**src/rtl/ramdisk_pkg.sv**
```systemverilog
package ramdisk_pkg;
  // Strobes passed from the decode control to the datapath in one cycle.
  typedef struct packed {
    logic addrLoad;   // shift a byte into the address register
    logic addrStep;   // advance the address after a data access
    logic memRead;    // issue a storage read
    logic memWrite;   // issue a storage write
    logic rdReturn;   // a read is returned next cycle
    logic rdFromMem;  // the returned byte comes from storage
  } ctrlStrobe_t;
endpackage

```
**src/rtl/ramdisk_ctrl.sv**
```systemverilog
module ramdisk_ctrl
  import ramdisk_pkg::*;
#(
  parameter int UNIT_W = 3,
  localparam int NUM_UNITS = 1 << UNIT_W
) (
  input  logic                 ioSel,
  input  logic                 ioWr,
  input  logic                 ioPort,
  input  logic [UNIT_W-1:0]    curUnit,
  input  logic [NUM_UNITS-1:0] unitPresent,
  input  logic [NUM_UNITS-1:0] unitLocked,
  output ctrlStrobe_t          strobe
);
  logic dataAccess;
  logic unitOnline;
  logic unitWritable;

  always_comb begin
    dataAccess   = ioSel && !ioPort;
    unitOnline   = unitPresent[curUnit];
    unitWritable = unitOnline && !unitLocked[curUnit];

    strobe.addrLoad  = ioSel && ioWr && ioPort;
    strobe.addrStep  = dataAccess;
    strobe.memRead   = dataAccess && !ioWr && unitOnline;
    strobe.memWrite  = dataAccess && ioWr && unitWritable;
    strobe.rdReturn  = ioSel && !ioWr;
    strobe.rdFromMem = dataAccess && !ioWr && unitOnline;
  end
endmodule

```
**src/rtl/ramdisk_datapath.sv**
```systemverilog
module ramdisk_datapath
  import ramdisk_pkg::*;
#(
  parameter int ADDR_W   = 22,
  parameter int UNIT_W   = 3,
  parameter int OFFSET_W = 19,
  parameter int DATA_W   = 8
) (
  input  logic                clk,
  input  logic                rstN,
  input  ctrlStrobe_t         strobe,
  input  logic [DATA_W-1:0]   ioWdata,
  input  logic [DATA_W-1:0]   memRdata,
  output logic [ADDR_W-1:0]   curAddr,
  output logic [UNIT_W-1:0]   curUnit,
  output logic [OFFSET_W-1:0] curOffset,
  output logic [DATA_W-1:0]   ioRdata,
  output logic                ioRvalid
);
  localparam int KEEP_W = ADDR_W - DATA_W;

  logic [ADDR_W-1:0] addrQ;
  logic              rvalidQ;
  logic              fromMemQ;

  always_ff @(posedge clk) begin
    if (!rstN) begin
      addrQ <= '0;
    end else if (strobe.addrLoad) begin
      addrQ <= {addrQ[KEEP_W-1:0], ioWdata};
    end else if (strobe.addrStep) begin
      addrQ <= addrQ + 1'b1;
    end
  end

  always_ff @(posedge clk) begin
    if (!rstN) begin
      rvalidQ  <= 1'b0;
      fromMemQ <= 1'b0;
    end else begin
      rvalidQ  <= strobe.rdReturn;
      fromMemQ <= strobe.rdFromMem;
    end
  end

  always_comb begin
    curAddr   = addrQ;
    curUnit   = addrQ[ADDR_W-1 -: UNIT_W];
    curOffset = addrQ[OFFSET_W-1:0];
    ioRvalid  = rvalidQ;
    ioRdata   = fromMemQ ? memRdata : '1;
  end
endmodule

```
**src/rtl/ramdisk_port_ctrl.sv**
```systemverilog
module ramdisk_port_ctrl
  import ramdisk_pkg::*;
#(
  parameter int ADDR_W   = 22,
  parameter int UNIT_W   = 3,
  parameter int OFFSET_W = 19,
  parameter int DATA_W   = 8,
  localparam int NUM_UNITS = 1 << UNIT_W
) (
  input  logic                 clk,
  input  logic                 rstN,
  input  logic                 ioSel,
  input  logic                 ioWr,
  input  logic                 ioPort,
  input  logic [DATA_W-1:0]    ioWdata,
  input  logic [NUM_UNITS-1:0] unitPresent,
  input  logic [NUM_UNITS-1:0] unitLocked,
  output logic [DATA_W-1:0]    ioRdata,
  output logic                 ioRvalid,
  output logic                 memReq,
  output logic                 memWe,
  output logic [UNIT_W-1:0]    memUnit,
  output logic [OFFSET_W-1:0]  memOffset,
  output logic [DATA_W-1:0]    memWdata,
  input  logic [DATA_W-1:0]    memRdata
);
  ctrlStrobe_t       strobe;
  logic [ADDR_W-1:0] curAddr;
  logic [UNIT_W-1:0] curUnit;

  ramdisk_ctrl #(.UNIT_W(UNIT_W)) u_ctrl (
    .ioSel       (ioSel),
    .ioWr        (ioWr),
    .ioPort      (ioPort),
    .curUnit     (curUnit),
    .unitPresent (unitPresent),
    .unitLocked  (unitLocked),
    .strobe      (strobe)
  );

  ramdisk_datapath #(
    .ADDR_W   (ADDR_W),
    .UNIT_W   (UNIT_W),
    .OFFSET_W (OFFSET_W),
    .DATA_W   (DATA_W)
  ) u_dp (
    .clk       (clk),
    .rstN      (rstN),
    .strobe    (strobe),
    .ioWdata   (ioWdata),
    .memRdata  (memRdata),
    .curAddr   (curAddr),
    .curUnit   (curUnit),
    .curOffset (memOffset),
    .ioRdata   (ioRdata),
    .ioRvalid  (ioRvalid)
  );

  always_comb begin
    memReq   = strobe.memRead || strobe.memWrite;
    memWe    = strobe.memWrite;
    memUnit  = curUnit;
    memWdata = ioWdata;
  end
endmodule

```
**config.mk**
```make
export PLATFORM = sky130hd
export DESIGN_NAME = ramdisk_port_ctrl
export DESIGN_NICKNAME = d
export VERILOG_FILES = /design/src/rtl/ramdisk_pkg.sv /design/src/rtl/ramdisk_ctrl.sv /design/src/rtl/ramdisk_datapath.sv /design/src/rtl/ramdisk_port_ctrl.sv
export SDC_FILE = /design/constraint.sdc
export NUM_CORES = 1
export LEC_CHECK = 0
export CORE_ASPECT_RATIO = 1.25
export CORE_MARGIN = 3
export CORE_UTILIZATION = 35
export DETAILED_ROUTE_END_ITERATION = 8
export GPL_ROUTABILITY_DRIVEN = 0
export GPL_TIMING_DRIVEN = 0
export PLACE_DENSITY = 0.8
export SLEW_MARGIN = 20
export SYNTH_ARGS = -nofsm -noshare
export SYNTH_HDL_FRONTEND = slang
export SYNTH_SLANG_ARGS = --single-unit
```
**constraint.sdc**
```tcl
create_clock -name clk -period 2.15 [get_ports clk]
set_input_delay 0.3225 -clock clk [delete_from_list [all_inputs] [get_ports clk]]
set_output_delay 0.3225 -clock clk [all_outputs]
set_load 0.02 [all_outputs]
```
==> results.txt, run 1 <==
- Share of the yosys chip area belonging to registers: 0.306
- TritonCTS built the clock tree.
- The worst register-to-register path ends at u_dp.curAddr[14].
* CTS sink count: 24
- The mapped netlist covers 1570 um2.
- Cell type with the highest occurrence count on the critical path: sky130_fd_sc_hd__buf_4
- Setup repair after global routing could not meet its margin everywhere.
- The setup check on the worst reg-to-reg path leaves a slack of 0.26 ns.
* Clock Tree Buf Depth: 2
- Timing startpoint of the critical path: unitPresent[0]
* Compound-Gate Fraction of Synth Area: 0.239
- Worst IR Drop VDD: 0.207 mV
- Summed over all cells, the static leakage comes to 0.903 nW.
- Sw frac: 0.255
- Maximum number of pins on one net before global-route repair: 15
* Met3 global-route usage: 0.0332
* Arrival time reported for the critical path endpoint: 1.84 ns
- The critical path goes through clkdlybuf4s50_1 -> mux4_2 -> nor3b_2 -> a31oi_2 -> buf_4 -> nor2_1 -> buf_4.
- Setup-violating endpoint count in the final report: 1
- Clock Pin Slew Worst Setup and Hold Paths: 0.09 ns
* Post-synth EDFFs: 0
- The number of antenna diodes in the final layout is 0.
- For the pin with the worst max-slew slack, the measured transition is 0.513 ns.
- Count of cells along the worst register-to-register path: 6
* Final antenna-violating net count: 0
- The first detailed-routing pass took 4 iterations.
* Routed via count divided by cell count: 5.43
- Vias in the first global route: 1724
* Cell count after placement: 322
- Path category of the worst min-delay check: in -> reg
- Simple-Gate Fraction of Synth Area: 0.239
* All-layer global routing usage: 0.196
- Detailed router's first-iteration violation count: 86
* Total power divided by cell area: 445 nW/um2
- Path type of the worst setup path: in -> out
- Of the total power, the clock network draws 0.354.
* Top FF cell, synth: sky130_fd_sc_hd__dfxtp_1
* Hold-fix buffers at CTS: 0
* FMAX: 0.462 GHz
- Met1 usage in global routing: 0.231
* Final worst-path cycle share: 1.01
* Internal power: 0.846 mW
- Of the total power, registers draw 0.425.
- 78 I/O pins were placed.
* Die Wd: 65.9 um
- Relative to the synthesized area, the layout overhead comes to 62.9%.
- Of all nets on the critical path, the largest fanout is 2.
* Global-route wire length before repair: 8230 um
* Setup crit end kind: output port
- Number of antenna violations at the first check in global routing: 0
- FF-to-FF Start: u_dp.curAddr[0]
* Switching power: 0.290 mW
- Port buffer count: 76
* GRT Residual Overflow: 0
* Area of all placed cells without fillers: 2550 um2
* Post-synth net total: 228
- In this design, the stage delay of the slowest critical-path cell is 0.44 ns.
- Rel. slew slack: 0.656
* Power, Total: 1.14 mW
* Dominant combinational cell family by area after synthesis: simple AND/OR/NAND/NOR gates
* Fraction of met2 tracks used by global routing: 0.356
- Gate power share: 0.221
- Data on the critical path is required at its endpoint by 1.83 ns.
- The run finished, with violations left.
- Post-placement cell area: 2400 um2
- Among all stages on the critical path, the largest delay is contributed by sky130_fd_sc_hd__mux4_2.
- After floorplanning, the core was divided into 26 placement rows.
- Initial core utilization: 0.374
- Count of warnings emitted by yosys: 0
- The netlist uses 40 different library cells.
- Setup crit end: memReq
* Non-filler instance count after layout: 330
* Number of nets at the end of the flow: 313
* Max-slew violation count: 0
- Failing checks: setup timing
- The hold violation count in the final report came to 0.
- On the final layout, the worst clock skew is 0.00166 ns.
* Routed wire length: 5140 um
- Shortest period the worst path allows: 2.16 ns
- In this run, synthesis produced a sequential element count of 24.
- Number of buffers inserted during clock tree synthesis: 3
- Y dimension of the die: 80.8 um
- Number of levels the H-tree was split into: 1
* Synthesized-area fraction occupied by adder cells: 0.00798
- Dividing the detail-routed wire length by the instance count gives 15.6 um.
- Parity-gate share of the synthesized area counting xor and xnor cells: 0.0615
* Clock latency reported for the late side of the worst-skew pair: 0.27 ns
- Number of remaining DRC errors: 0
- Mean area per synthesized cell: 8.25 um2
* Async set or reset register ratio after synthesis: 0
- Root Buffer Master: sky130_fd_sc_hd__clkbuf_8
- Across the run, the number of max-cap violations was 0.
* Standard cell core area: 4200 um2
- HPWL Detailed: 3770 um
* Total via count after detailed routing: 1792
- Die area: 5320 um2
* Cells after Synth: 190
* Portion of netlist area occupied by mux cells: 0.0638
- Crit start category: input pin
- Of the cells placed in the final design, the portion with a size suffix greater than 1 is 0.153.
- Setup slack on the critical path of the routed design comes to -0.0127 ns.
- met2 is the most crowded layer.
-- what timing repair did --
action,4_1_cts,5_1_grt
pin swaps,1,0
buffers inserted,5,1
cloned,0,0
setup endpoints to repair,2,2
gates resized for setup,20,12
-- power groups by stage --
stage,registers (mW),clock network (mW),logic (mW)
2_1_floorplan,0.504,0,0.0966
3_3_place_gp,0.494,0,0.241
3_5_place_dp,0.494,0,0.244
4_1_cts,0.484,0.404,0.249
5_1_grt,0.486,0.421,0.269
6_report,0.483,0.402,0.251
-- per-layer routing --
metal  part of all wire  wire [um]  vias up
met5                  0          0        -
met4              0.014         73        0
met3              0.075        385        7
met2               0.51       2600       76
met1               0.40       2080      841
li1                   -          -      868
-- flip-flops by register name, summed over array words and instances (netlist names) --
register / count
u_dp.ioRvalid: 1
u_dp.curAddr: 22
u_dp.fromMemQ: 1
-- worst max-delay path, delay by kind of cell --
family / cells / cell delay, ns
compound gates: 1 / 0.18
simple gates: 2 / 0.20
buf+inv: 3 / 0.69
mux: 1 / 0.44
-- cells by family after synthesis --
logic type,after synthesis
AOI/OAI and AO/OA,58
xor gates and xnor gates,11
adders and majority gates,1
buffers and inverters,25
DFF,24
muxes,5
and+or+nand+nor,66
-- layout make-up --
| class | instances | area (um2) |
|---|---|---|
| Fill cell | 352 | 1640 |
| Multi-Input combinational cell | 141 | 986 |
| Timing Repair Buffer | 82 | 812 |
| Sequential cell | 24 | 485 |
| Buffer | 17 | 106 |
| Tap cell | 56 | 70.1 |
| Clock buffer | 3 | 41.3 |
| Clock inverter | 1 | 30.0 |
| Inverter | 6 | 22.5 |
-- cells in the final DEF (no fill, tap or decap), types with 6 or more instances in the layout --
master / count
sky130_fd_sc_hd__nand2_1: 17
sky130_fd_sc_hd__buf_4: 15
sky130_fd_sc_hd__xor2_1: 6
sky130_fd_sc_hd__nor3_1: 6
sky130_fd_sc_hd__dfxtp_1: 22
sky130_fd_sc_hd__nand3_1: 7
sky130_fd_sc_hd__clkdlybuf4s50_1: 71
sky130_fd_sc_hd__a21oi_1: 12
sky130_fd_sc_hd__o22ai_1: 13
sky130_fd_sc_hd__a22oi_1: 12
sky130_fd_sc_hd__o21ai_0: 9
sky130_fd_sc_hd__nor2_1: 9
sky130_fd_sc_hd__nand2b_1: 8
-- worst min path at each step --
stage / start / to / slack (ns) / cells after the start
floorplan: rstN / u_dp.curAddr[1] / 0.46 / 2
global placement: u_dp.curAddr[6] / u_dp.curAddr[6] / 0.53 / 2
detailed placement: u_dp.curAddr[6] / u_dp.curAddr[6] / 0.53 / 2
CTS: ioWr / u_dp.fromMemQ / 0.44 / 2
global route: ioWr / u_dp.fromMemQ / 0.49 / 2
finish: ioWr / u_dp.fromMemQ / 0.43 / 2
-- cells in the mapped netlist, types with 6 or more instances --
cell type / count / area share
sky130_fd_sc_hd__nor2_1: 10 / 0.024
sky130_fd_sc_hd__xor2_1: 6 / 0.034
sky130_fd_sc_hd__nand2_1: 17 / 0.041
sky130_fd_sc_hd__buf_4: 8 / 0.038
sky130_fd_sc_hd__a22oi_1: 12 / 0.057
sky130_fd_sc_hd__dfxtp_1: 24 / 0.31
sky130_fd_sc_hd__o22ai_1: 13 / 0.052
sky130_fd_sc_hd__nor3_1: 6 / 0.019
sky130_fd_sc_hd__a21oi_1: 12 / 0.038
sky130_fd_sc_hd__o21ai_0: 9 / 0.029
sky130_fd_sc_hd__nand3_1: 7 / 0.022
sky130_fd_sc_hd__clkbuf_1: 7 / 0.017
sky130_fd_sc_hd__nand2b_1: 9 / 0.036
-- metrics by stage --
| stage | utilization | worst slack, ns | hold WS (ns) | setup TNS (ns) |
|---|---|---|---|---|
| detailed placement | 0.572 | -0.571 | 0.527 | -1.19 |
| floorplan | - | 0.158 | 0.461 | 0 |
| global route | 0.609 | -0.0775 | 0.489 | -0.145 |
| finish | 0.609 | -0.0127 | 0.431 | -0.0127 |
| CTS | 0.602 | -0.0548 | 0.439 | -0.0952 |
| global placement | 0.572 | -0.563 | 0.526 | -1.13 |
Note: power is estimated with default switching activity, not from simulation.
==> inputs of run 2 (changes only) <==
PLACE_DENSITY = 0.78   (was 0.8)
SYNTH_HIERARCHICAL = 1   (was unset)
==> results.txt, run 2 <==
* Final count of hold timing violations: 0 (unchanged)
- The footprint of the multi-input gates is 1040 um2 (+5.7%).
- Y dimension of the die: 85.5 um (+5.8%)
* Failing checks: setup timing
- Leakage power: 1.02 nW (+13%)
- The number of nets at the end of the flow was 344 (+9.9%).
* Power, Total: 1.10 mW (-3.4%)
- Diode insertion count for antenna repair: 0 (unchanged)
* Rel. slew slack: 0.621 (-0.0352)
- Post-synth EDFFs: 0 (unchanged)
- Total via count after detailed routing: 1896 (+5.8%)
- The critical path is of the in -> out type.
- The pin slew with the least headroom to its limit came to 0.564 ns (+0.0510 ns).
- The number of design-rule violations left by the first detailed-router iteration came to 49 (-43%).
- The number of global-route vias before repair is 1838 (+6.6%).
- The worst hold margin came to 0.471 ns (+0.0408 ns).
- The arrival time reported for the critical path endpoint came to 2.00 ns (+0.16 ns).
* CTS sink count: 24 (unchanged)
- Clock Tree Buf Depth: 2 (unchanged)
- Top FF cell, synth: sky130_fd_sc_hd__dfxtp_1
- Leading area contributor after synthesis: sky130_fd_sc_hd__dfxtp_1
* Count of filler cells inserted in the layout: 423 (+20%)
* Post-synth net total: 253 (+11%)
* Setup crit end kind: output port
* Final worst-path cycle share: 1.08 (+0.0742)
- Number of antenna violations at the first check in global routing: 0 (unchanged)
- Layout area overhead: 59.4%
* Worst IR Drop VDD: 0.268 mV (+30%)
* Clock latency reported for the late side of the worst-skew pair: 0.27 ns (about the same)
- The final setup TNS is -0.281 ns (-0.269 ns).
- The library cells used most frequently in the layout, excluding fill and tap cells, are sky130_fd_sc_hd__clkdlybuf4s50_1, sky130_fd_sc_hd__buf_4, sky130_fd_sc_hd__dfxtp_1, sky130_fd_sc_hd__o21ai_0.
- The distinct cell type count of the synthesized netlist is 39 (-2.5%).
* Top cells by count, synth: sky130_fd_sc_hd__buf_4, sky130_fd_sc_hd__dfxtp_1, sky130_fd_sc_hd__o21ai_0
* Mean area per synthesized cell: 8.23 um2 (-0.20%)
- The flip-flop and latch count after synthesis is 24 (unchanged).
- HPWL Detailed: 3850 um (+2.1%)
* Unrepaired setup endpoints after global routing: true
* Count of warnings emitted by yosys: 6 (+6)
- Die Wd: 69.6 um (+5.7%)
* Number of levels the H-tree was split into: 1 (unchanged)
- The average wire per standard cell came to 14.4 um (-7.2%).
- sky130_fd_sc_hd__buf_4 is the most common cell in the netlist.
* Port buffer count: 77 (+1.3%)
* Area occupied by registers: 484 um2 (-0.26%)
- Most area-consuming cells after synthesis: sky130_fd_sc_hd__dfxtp_1, sky130_fd_sc_hd__buf_4, sky130_fd_sc_hd__mux4_1
- Maximum number of pins on one net before global-route repair: 13 (-2)
- The flip-flop count of the largest register, all copies and words added was 22 (unchanged).
- The number of maximum-capacitance violations was 0 (unchanged).
- Share of the yosys chip area belonging to registers: 0.271 (-0.0351)
- Initial core utilization: 0.369 (-0.00471)
- Routed wire length: 5260 um (+2.3%)
- The highest net fanout along the worst path is 2 (unchanged).
- Crit path setup slack, layout: -0.172 ns (-0.160 ns)
- The clock skew after layout came to 0.00286 ns (+0.00120 ns).
- Share of the synthesized area in the top cell type: 0.271 (-0.0351)
* Shortest period the worst path allows: 2.32 ns (+0.160 ns)
- The CTS buffer count was 3 (unchanged).
- Final antenna-violating net count: 0 (unchanged)
- The highest attainable clock frequency was 0.431 GHz (-6.9%).
- Clock Pin Slew Worst Setup and Hold Paths: 0.08 ns (about the same)
- Number of standard-cell rows in the floorplan: 28 (+7.7%)
* Max-slew violation count: 0 (unchanged)
- The required arrival time at the worst endpoint is 1.83 ns (about the same).
- Number of remaining DRC errors: 0 (unchanged)
- The number of search-and-repair iterations in the first detailed-routing pass is 4 (unchanged).
- STA classifies the critical path startpoint as an input pin.
- Fraction of layout cells with a size suffix above 1: 0.240 (+0.0868)
- The final setup violation count is 2 (+1).
- The power density of the placed cells is 389 nW/um2 (-13%).
* All-layer global routing usage: 0.177 (-0.0197)
- Routed via count divided by cell count: 5.21 (-4.1%)
- Die area: 5950 um2 (+12%)
- The remaining global-route overflow came to 0 (unchanged).
- Cells after Synth: 215 (+13%)
* Root Buffer Master: sky130_fd_sc_hd__clkbuf_8
- The count of pins on the block boundary is 78 (unchanged).
* Most common cell after layout, fill and taps aside: sky130_fd_sc_hd__clkdlybuf4s50_1
- CTS tree: done
* Global-route wire length before repair: 8730 um (+6.0%)
- Async set or reset register ratio after synthesis: 0 (unchanged)
- The post-synthesis instance area came to 1770 um2 (+13%).
- Outcome: finished with violations
- Standard cell core area: 4800 um2 (+14%)
- Path category of the worst min-delay check: in -> reg
## run 2: what timing repair did
item | CTS | global route
buffers inserted | 10 | 4
hold buffers | 0 | 0
pin swaps | 1 | 4
resized for setup | 37 | 4
endpoints found under the setup margin | 13 | 19
## run 2: worst max-delay path, cell delays in order
cell,delay (ns)
sky130_fd_sc_hd__clkdlybuf4s50_1,0.41
sky130_fd_sc_hd__mux4_2,0.51
sky130_fd_sc_hd__mux2i_4,0.20
sky130_fd_sc_hd__nor3b_2,0.08
sky130_fd_sc_hd__buf_4,0.13
sky130_fd_sc_hd__or2_4,0.22
sky130_fd_sc_hd__buf_6,0.13
## run 2: area by class of cell
| cell class | count | area share |
|---|---|---|
| multi-input combinational | 144 | 0.369 |
| timing repair buffer | 89 | 0.313 |
| sequential | 24 | 0.172 |
| buffer | 39 | 0.0976 |
| tap | 60 | 0.0266 |
| clock buffer | 3 | 0.0146 |
| inverter | 5 | 0.00710 |
## run 2: layer usage
layer  track usage  up-vias  wire [um]
met2         0.325       66       2820
met3        0.0234        5        261
li1              -      925          -
met5             0        -          0
met4        0.0540        0         38
met1         0.214      900       2140
## run 2: report_power, final
group / total [mW] / leakage (nW) / switching [mW] / internal, mW
combinational: 0.330 / 0.800 / 0.129 / 0.200
sequential: 0.501 / 0.197 / 0.0365 / 0.464
clock: 0.267 / 0.0216 / 0.141 / 0.125
total: 1.10 / 1.02 / 0.307 / 0.790
## run 2: worst paths after layout
kind / cells after the start / end / slack (ns) / start
setup / recovery: 7 / memReq / -0.17 / unitPresent[7]
hold / removal: 3 / u_dp/ioRvalid / 0.47 / ioSel
setup reg to reg: 5 / u_dp/curAddr[16] / 0.08 / u_dp/curAddr[0]
hold reg to reg: 2 / u_dp/curAddr[16] / 0.54 / u_dp/curAddr[16]
## run 2: cell families (layout without fill, tap and decap cells)
kind of cell | Yosys count | count (layout) | share of synthesized area
AOI/OAI and AO/OA | 43 | 43 | 0.138
xor gates and xnor gates | 13 | 13 | 0.0643
adders and majority gates | 1 | 1 | 0.00707
buffers and inverters | 47 | 136 | 0.174
DFF | 24 | 24 | 0.271
muxes | 10 | 10 | 0.0947
and+or+nand+nor | 77 | 77 | 0.251
## run 2: metrics by stage
stage / utilization / setup WS, ns / instance area [um2] / std cells
floorplan: - / 0.0121 / 1780 / 215
global placement: 0.547 / -0.734 / 2630 / 352
detailed placement: 0.547 / -0.768 / 2630 / 352
CTS: 0.585 / -0.180 / 2810 / 362
global route: 0.588 / -0.219 / 2820 / 364
finish: 0.588 / -0.172 / 2820 / 364
==> inputs of run 3 (changes only) <==
SLEW_MARGIN = 40   (was 20)
==> results of run 3 <==
Same layout as run 2: the final DEF is identical, and so are final timing and power.
